**src/rtl/gpio_irq_pkg.sv**
```systemverilog
package gpio_irq_pkg;

    localparam int PORT_W = 8;
    localparam int ADDR_W = 3;
    localparam int SYNC_N = 2;

    typedef enum logic [1:0] {
        MODE_OFF    = 2'b00,
        MODE_RISE   = 2'b01,
        MODE_FALL   = 2'b10,
        MODE_CHANGE = 2'b11
    } edge_mode_e;

    typedef enum logic [ADDR_W-1:0] {
        REG_PORT   = 3'd0,
        REG_TRG_LO = 3'd1,
        REG_ENABLE = 3'd2,
        REG_TRG_HI = 3'd3,
        REG_STATUS = 3'd4
    } reg_addr_e;

    typedef struct packed {
        logic       en;
        edge_mode_e mode;
    } pin_cfg_t;

    function automatic pin_cfg_t make_cfg(logic en, logic lo, logic hi);
        pin_cfg_t c;
        c.en   = en;
        c.mode = edge_mode_e'({hi, lo});
        return c;
    endfunction

    function automatic logic is_edge_mode(edge_mode_e m);
        return (m == MODE_RISE) || (m == MODE_FALL);
    endfunction

endpackage

```
**src/rtl/gpio_irq_sync.sv**
```systemverilog
module gpio_irq_sync #(
    parameter int W      = 8,
    parameter int STAGES = 2
) (
    input  logic         clk,
    input  logic         rst,
    input  logic [W-1:0] d,
    output logic [W-1:0] q
);
    logic [W-1:0] stage_q [STAGES];

    always_ff @(posedge clk) begin
        if (rst) begin
            for (int k = 0; k < STAGES; k++) stage_q[k] <= '0;
        end else begin
            stage_q[0] <= d;
            for (int k = 1; k < STAGES; k++) stage_q[k] <= stage_q[k-1];
        end
    end

    assign q = stage_q[STAGES-1];
endmodule

```
**src/rtl/gpio_irq_pin.sv**
```systemverilog
module gpio_irq_pin
    import gpio_irq_pkg::*;
(
    input  logic     clk,
    input  logic     rst,
    input  pin_cfg_t cfg,
    input  logic     pin_s,
    input  logic     pin_prev,
    input  logic     snap,
    input  logic     clr,
    output logic     line
);
    logic ref_q;
    logic flag_q;
    logic rise_evt, fall_evt, hit;

    assign rise_evt = pin_s & ~pin_prev;
    assign fall_evt = ~pin_s & pin_prev;
    assign hit = cfg.en & (((cfg.mode == MODE_RISE) & rise_evt) |
                           ((cfg.mode == MODE_FALL) & fall_evt));

    always_ff @(posedge clk) begin
        if (rst)       ref_q <= 1'b0;
        else if (snap) ref_q <= pin_s;
    end

    // a new event wins over a clear in the same cycle
    always_ff @(posedge clk) begin
        if (rst)      flag_q <= 1'b0;
        else if (hit) flag_q <= 1'b1;
        else if (clr) flag_q <= 1'b0;
    end

    always_comb begin
        line = 1'b0;
        if (cfg.en) begin
            if (is_edge_mode(cfg.mode))        line = flag_q;
            else if (cfg.mode == MODE_CHANGE)  line = pin_s ^ ref_q;
        end
    end
endmodule

```
**src/rtl/gpio_irq_regs.sv**
```systemverilog
module gpio_irq_regs
    import gpio_irq_pkg::*;
#(
    parameter int W = 8
) (
    input  logic              clk,
    input  logic              rst,
    input  logic              wr_en,
    input  logic              rd_en,
    input  logic [ADDR_W-1:0] addr,
    input  logic [W-1:0]      wdata,
    input  logic [W-1:0]      pin_s,
    input  logic [W-1:0]      lines,
    output logic [W-1:0]      en_q,
    output logic [W-1:0]      lo_q,
    output logic [W-1:0]      hi_q,
    output logic              snap,
    output logic [W-1:0]      clr,
    output logic [W-1:0]      rdata
);
    always_ff @(posedge clk) begin
        if (rst) begin
            en_q <= '0;
            lo_q <= '0;
            hi_q <= '0;
        end else if (wr_en) begin
            case (addr)
                REG_ENABLE: en_q <= wdata;
                REG_TRG_LO: lo_q <= wdata;
                REG_TRG_HI: hi_q <= wdata;
                default: ;
            endcase
        end
    end

    assign snap = rd_en && (addr == REG_PORT);
    assign clr  = (wr_en && (addr == REG_STATUS)) ? wdata : '0;

    always_comb begin
        case (addr)
            REG_PORT:   rdata = pin_s;
            REG_ENABLE: rdata = en_q;
            REG_TRG_LO: rdata = lo_q;
            REG_TRG_HI: rdata = hi_q;
            REG_STATUS: rdata = lines;
            default:    rdata = '0;
        endcase
    end
endmodule

```
**src/rtl/gpio_irq_merge.sv**
```systemverilog
module gpio_irq_merge #(
    parameter int W = 8
) (
    input  logic         clk,
    input  logic         rst,
    input  logic [W-1:0] lines,
    input  logic         ack,
    input  logic         mask_en,
    input  logic         global_en,
    output logic         any_out,
    output logic         any_q,
    output logic         pend_q,
    output logic         irq
);
    logic or_rise;

    assign any_out = |lines;
    assign or_rise = any_out & ~any_q;

    always_ff @(posedge clk) begin
        if (rst) begin
            any_q  <= 1'b0;
            pend_q <= 1'b0;
        end else begin
            any_q <= any_out;
            if (or_rise)  pend_q <= 1'b1;
            else if (ack) pend_q <= 1'b0;
        end
    end

    assign irq = pend_q & mask_en & global_en;
endmodule

```
**src/rtl/gpio_port_irq.sv**
```systemverilog
module gpio_port_irq
    import gpio_irq_pkg::*;
#(
    parameter int W      = PORT_W,
    parameter int STAGES = SYNC_N
) (
    input  logic              clk,
    input  logic              rst,
    input  logic [W-1:0]      pin_i,
    input  logic              wr_en,
    input  logic              rd_en,
    input  logic [ADDR_W-1:0] addr,
    input  logic [W-1:0]      wdata,
    output logic [W-1:0]      rdata,
    input  logic              mask_en_i,
    input  logic              global_en_i,
    input  logic              irq_ack_i,
    output logic              irq_o
);
    logic [W-1:0] pin_s, pin_prev;
    logic [W-1:0] cfg_en, cfg_lo, cfg_hi;
    logic [W-1:0] pin_out, clr;
    logic         snap, any_out, any_q, pend_q;

    gpio_irq_sync #(.W(W), .STAGES(STAGES)) u_sync (
        .clk(clk), .rst(rst), .d(pin_i), .q(pin_s)
    );

    always_ff @(posedge clk) begin
        if (rst) pin_prev <= '0;
        else     pin_prev <= pin_s;
    end

    gpio_irq_regs #(.W(W)) u_regs (
        .clk(clk), .rst(rst), .wr_en(wr_en), .rd_en(rd_en), .addr(addr),
        .wdata(wdata), .pin_s(pin_s), .lines(pin_out), .en_q(cfg_en),
        .lo_q(cfg_lo), .hi_q(cfg_hi), .snap(snap), .clr(clr), .rdata(rdata)
    );

    for (genvar i = 0; i < W; i++) begin : g_pin
        gpio_irq_pin u_pin (
            .clk(clk), .rst(rst),
            .cfg(make_cfg(cfg_en[i], cfg_lo[i], cfg_hi[i])),
            .pin_s(pin_s[i]), .pin_prev(pin_prev[i]), .snap(snap),
            .clr(clr[i]), .line(pin_out[i])
        );
    end

    gpio_irq_merge #(.W(W)) u_merge (
        .clk(clk), .rst(rst), .lines(pin_out), .ack(irq_ack_i),
        .mask_en(mask_en_i), .global_en(global_en_i), .any_out(any_out),
        .any_q(any_q), .pend_q(pend_q), .irq(irq_o)
    );
endmodule

```
**config.mk**
```make
export PLATFORM = sky130hd
export DESIGN_NAME = gpio_port_irq
export DESIGN_NICKNAME = d
export VERILOG_FILES = /design/src/rtl/gpio_irq_pkg.sv /design/src/rtl/gpio_irq_sync.sv /design/src/rtl/gpio_irq_pin.sv /design/src/rtl/gpio_irq_regs.sv /design/src/rtl/gpio_irq_merge.sv /design/src/rtl/gpio_port_irq.sv
export SDC_FILE = /design/constraint.sdc
export NUM_CORES = 1
export LEC_CHECK = 0
export ABC_AREA = 0
export BUFFER_PORTS_ARGS = -buffer_cell sky130_fd_sc_hd__buf_2
export CAP_MARGIN = 30
export CORE_UTILIZATION = 52
export CTS_BUF_LIST = sky130_fd_sc_hd__clkbuf_8
export DETAILED_ROUTE_END_ITERATION = 7
export PLACE_DENSITY = 0.7
export SYNTH_ARGS = -nofsm -noshare
export SYNTH_HDL_FRONTEND = slang
export SYNTH_SLANG_ARGS = --single-unit
export TNS_END_PERCENT = 10
```
**constraint.sdc**
```tcl
create_clock -name clk -period 2.65 [get_ports clk]
set_input_delay 0.1325 -clock clk [delete_from_list [all_inputs] [get_ports clk]]
set_output_delay 0.1325 -clock clk [all_outputs]
set_load 0.02 [all_outputs]
```
==> impl_metrics.csv <==
group,metric,value,unit
status,outcome,"finished, violations left",
status,violations,"design-rule violations",
placed_design,placed_area,3377,sq um
synthesis,syn_area,3171,sq um
cts,post-cts-setup-buffers,0,
final_layout,antennaDiodeCount,0,
die,die_w,80.09,microns
critical_path,worstPathMaxFanout,4,
power,cellPowerDensity,556.8,nW/um^2
critical_path,path_class,"reg2out",
cts,cts_buffer_depth,2,
final_layout,layout-drive-gt1-share,15.54,%
routing,routed_wl,6.675,mm
synthesis,synth.top_cells.by_area,"dfxtp_1 42%, ha_1 9.5%, nand2_1 7.7%, nor2b_1 5.1%, mux4_2 4.3%",
placed_design,place.gp.congestion,0.8295,
die,coreArea,5886,sq um
sta,rsz0062_at_grt,"no",
die,die_y,80.09,microns
synthesis,synthCells,354,
routing,drtPass1Iterations,6,
final_layout,final_cell_mix,"66 x dfxtp_1, 65 x nand2_1, 34 x buf_2",
die,start_util,53.87,%
synthesis,async_flop_share,0,%
final_layout,final_cells,474,
placed_design,pre_cts_ws,0.9949,ns
sta,slew_viol_final,0,
cts,hold_buffers,7,
critical_path,end_kind,"output port",
final_layout,final_util,62.05,%
grt,grt_pass1_vias,2355,
power,ir_drop,0.3470,mV
sta,clock.fmax,514.2,MHz
synthesis,ys_seq_elements,66,
final_layout,nets,444,
cts,cts_root_buffer,"clkbuf_8",
sta,setup_ws,0.7054,ns
synthesis,yosysTopAreaCellShare,41.67,%
grt,grt_max_degree,43,
critical_path,crit_required,2.52,ns
flow_run,drv_cap,0,
routing,drc,1,
sta,finalCritPeriodShare,73.38,%
final_layout,final_common_cell,"dfxtp_1",
sta,hold_viol,0,
power,p_leak,1.400,nW
die,ios,35,
cts,cts_tree,"built",
grt,grt_overflow,0,
sta,finalSetupViolations,0,
synthesis,synth.largest_area_cell,"dfxtp_1",
placed_design,port_buffers,34,
placed_design,dpl.hpwl,4.535,mm
synthesis,ys_seq_area_share,41.67,%
die,design.die.area,6414,sq um
sta,worstMarginPinSlew,0.8059,ns
placed_design,dp_cells,451,
critical_path,cp-start-kind,"flop",
routing,ant_nets,0,
cts,h-tree-depth,3,
routing,wire_per_inst,14.08,microns
cts,clk_latency,0.35,ns
synthesis,syn_nets,404,
sta,period_needed,1.945,ns
critical_path,crit_arrival,1.81,ns
grt,grt_antenna_before_repair,0,
routing,num_vias,2475,
sta,slew_headroom,46.27,%
routing,avgViaCountPerCell,5.222,
synthesis,synth_flop_cell,"dfxtp_1",
sta,fin_skew,0.009475,ns
cts,cts_buffers,9,
routing,drtIter0Drc,114,
synthesis,syn_avg_cell_area,8.956,sq um
final_layout,final_area,3652,sq um
cts,cts_sinks,66,
final_layout,syn_to_final_growth,15.19,%
synthesis,synth_edf_count,0,
die,rows,28,
grt,grt_use_total,23.01,%
cts,cts_resized,0,
sta,fin_tns_setup,0,ns
grt,grt_pass1_wl,10.93,mm
synthesis,yosysUniqueCellTypes,28,
hold_path,hold_class,"in2reg",
cts,cts.clk_slew.worst_paths,0.07,ns
synthesis,yosys_warnings,0,
## flip-flops by register name (all words and copies together) (netlist names)
| name | count |
|---|---|
| pin_prev | 8 |
| u_regs.lo_q | 8 |
| u_merge.any_q | 1 |
| g_pin.u_pin.flag_q | 8 |
| g_pin.u_pin.ref_q | 8 |
| u_merge.pend_q | 1 |
| u_regs.hi_q | 8 |
| u_sync.stage_q | 16 |
| u_regs.en_q | 8 |
## worst max-delay path, stage by stage, from the launching register on
cell and delay (ns):
dfxtp_1 0.40, inv_1 0.09, ha_1 0.30, nand3_1 0.07, o22a_1 0.22, o22ai_1 0.18
buf_2 0.20
## metrics by stage
step           power [mW]  hold slack [ns]
5_1_grt             2.111          0.04635
3_5_place_dp        1.193           0.3451
6_report            2.034         0.008097
3_3_place_gp        1.191           0.3392
4_1_cts             2.052         0.004820
2_1_floorplan       1.142           0.2607
## final timing paths
check | startpoint | end | slack (ns) | depth (start not counted)
worst max register to register | u_regs.lo_q[3] | u_merge.pend_q | 0.98 | 7
worst max-delay path | u_regs.lo_q[2] | rdata[2] | 0.71 | 6
worst min register to register | u_sync.stage_q[0][2] | u_sync.stage_q[0][10] | 0.44 | 1
worst min-delay path | pin_i[4] | u_sync.stage_q[0][4] | 0.008 | 2
## final cells by class
cell class	instances	area, sq um
tap	75	93.84
multi-input combinational	250	1687
clock inverter	5	53.80
clock buffer	11	151.4
inverter	24	90.09
timing repair buffer	43	255.2
sequential	66	1321
fill	538	2233
## synth_stat cells, types with 2 or more instances
cell type,number
a21oi_1,25
clkbuf_1,7
a22oi_1,8
xnor2_1,8
nor2_1,33
and3_1,3
o22ai_1,15
and4_4,2
ha_1,24
inv_1,24
nor2b_1,26
dfxtp_1,66
o22a_1,8
nand3_1,9
buf_2,4
buf_4,2
mux2i_1,8
mux4_1,2
mux4_2,6
nand2_1,65
nand3b_1,2
## layer usage
layer | global-route usage [%] | part of all wire [%]
met1 | 29.81 | 47
met2 | 36.67 | 46
met3 | 4.318 | 5.8
met4 | 11.43 | 2.0
met5 | 0 | 0
## power by group
part           total [mW]  internal, mW  switching (mW)  leakage, nW
Combinational       0.142        0.0640          0.0783        0.760
Sequential           1.04          1.02          0.0210        0.537
Clock               0.855         0.480           0.375        0.103
Total                2.03          1.56           0.474         1.40
## cells by family after synthesis
group | count (synthesis) | synth area share, %
and+or+nand+nor | 143 | 21.31
DFF | 66 | 41.67
AOI/OAI and AO/OA | 59 | 11.76
buffers and inverters | 38 | 5.130
adders and majority gates | 24 | 9.471
muxes | 16 | 8.445
xor gates and xnor gates | 8 | 2.210
No activity file was read; power rests on OpenSTA's default activity.
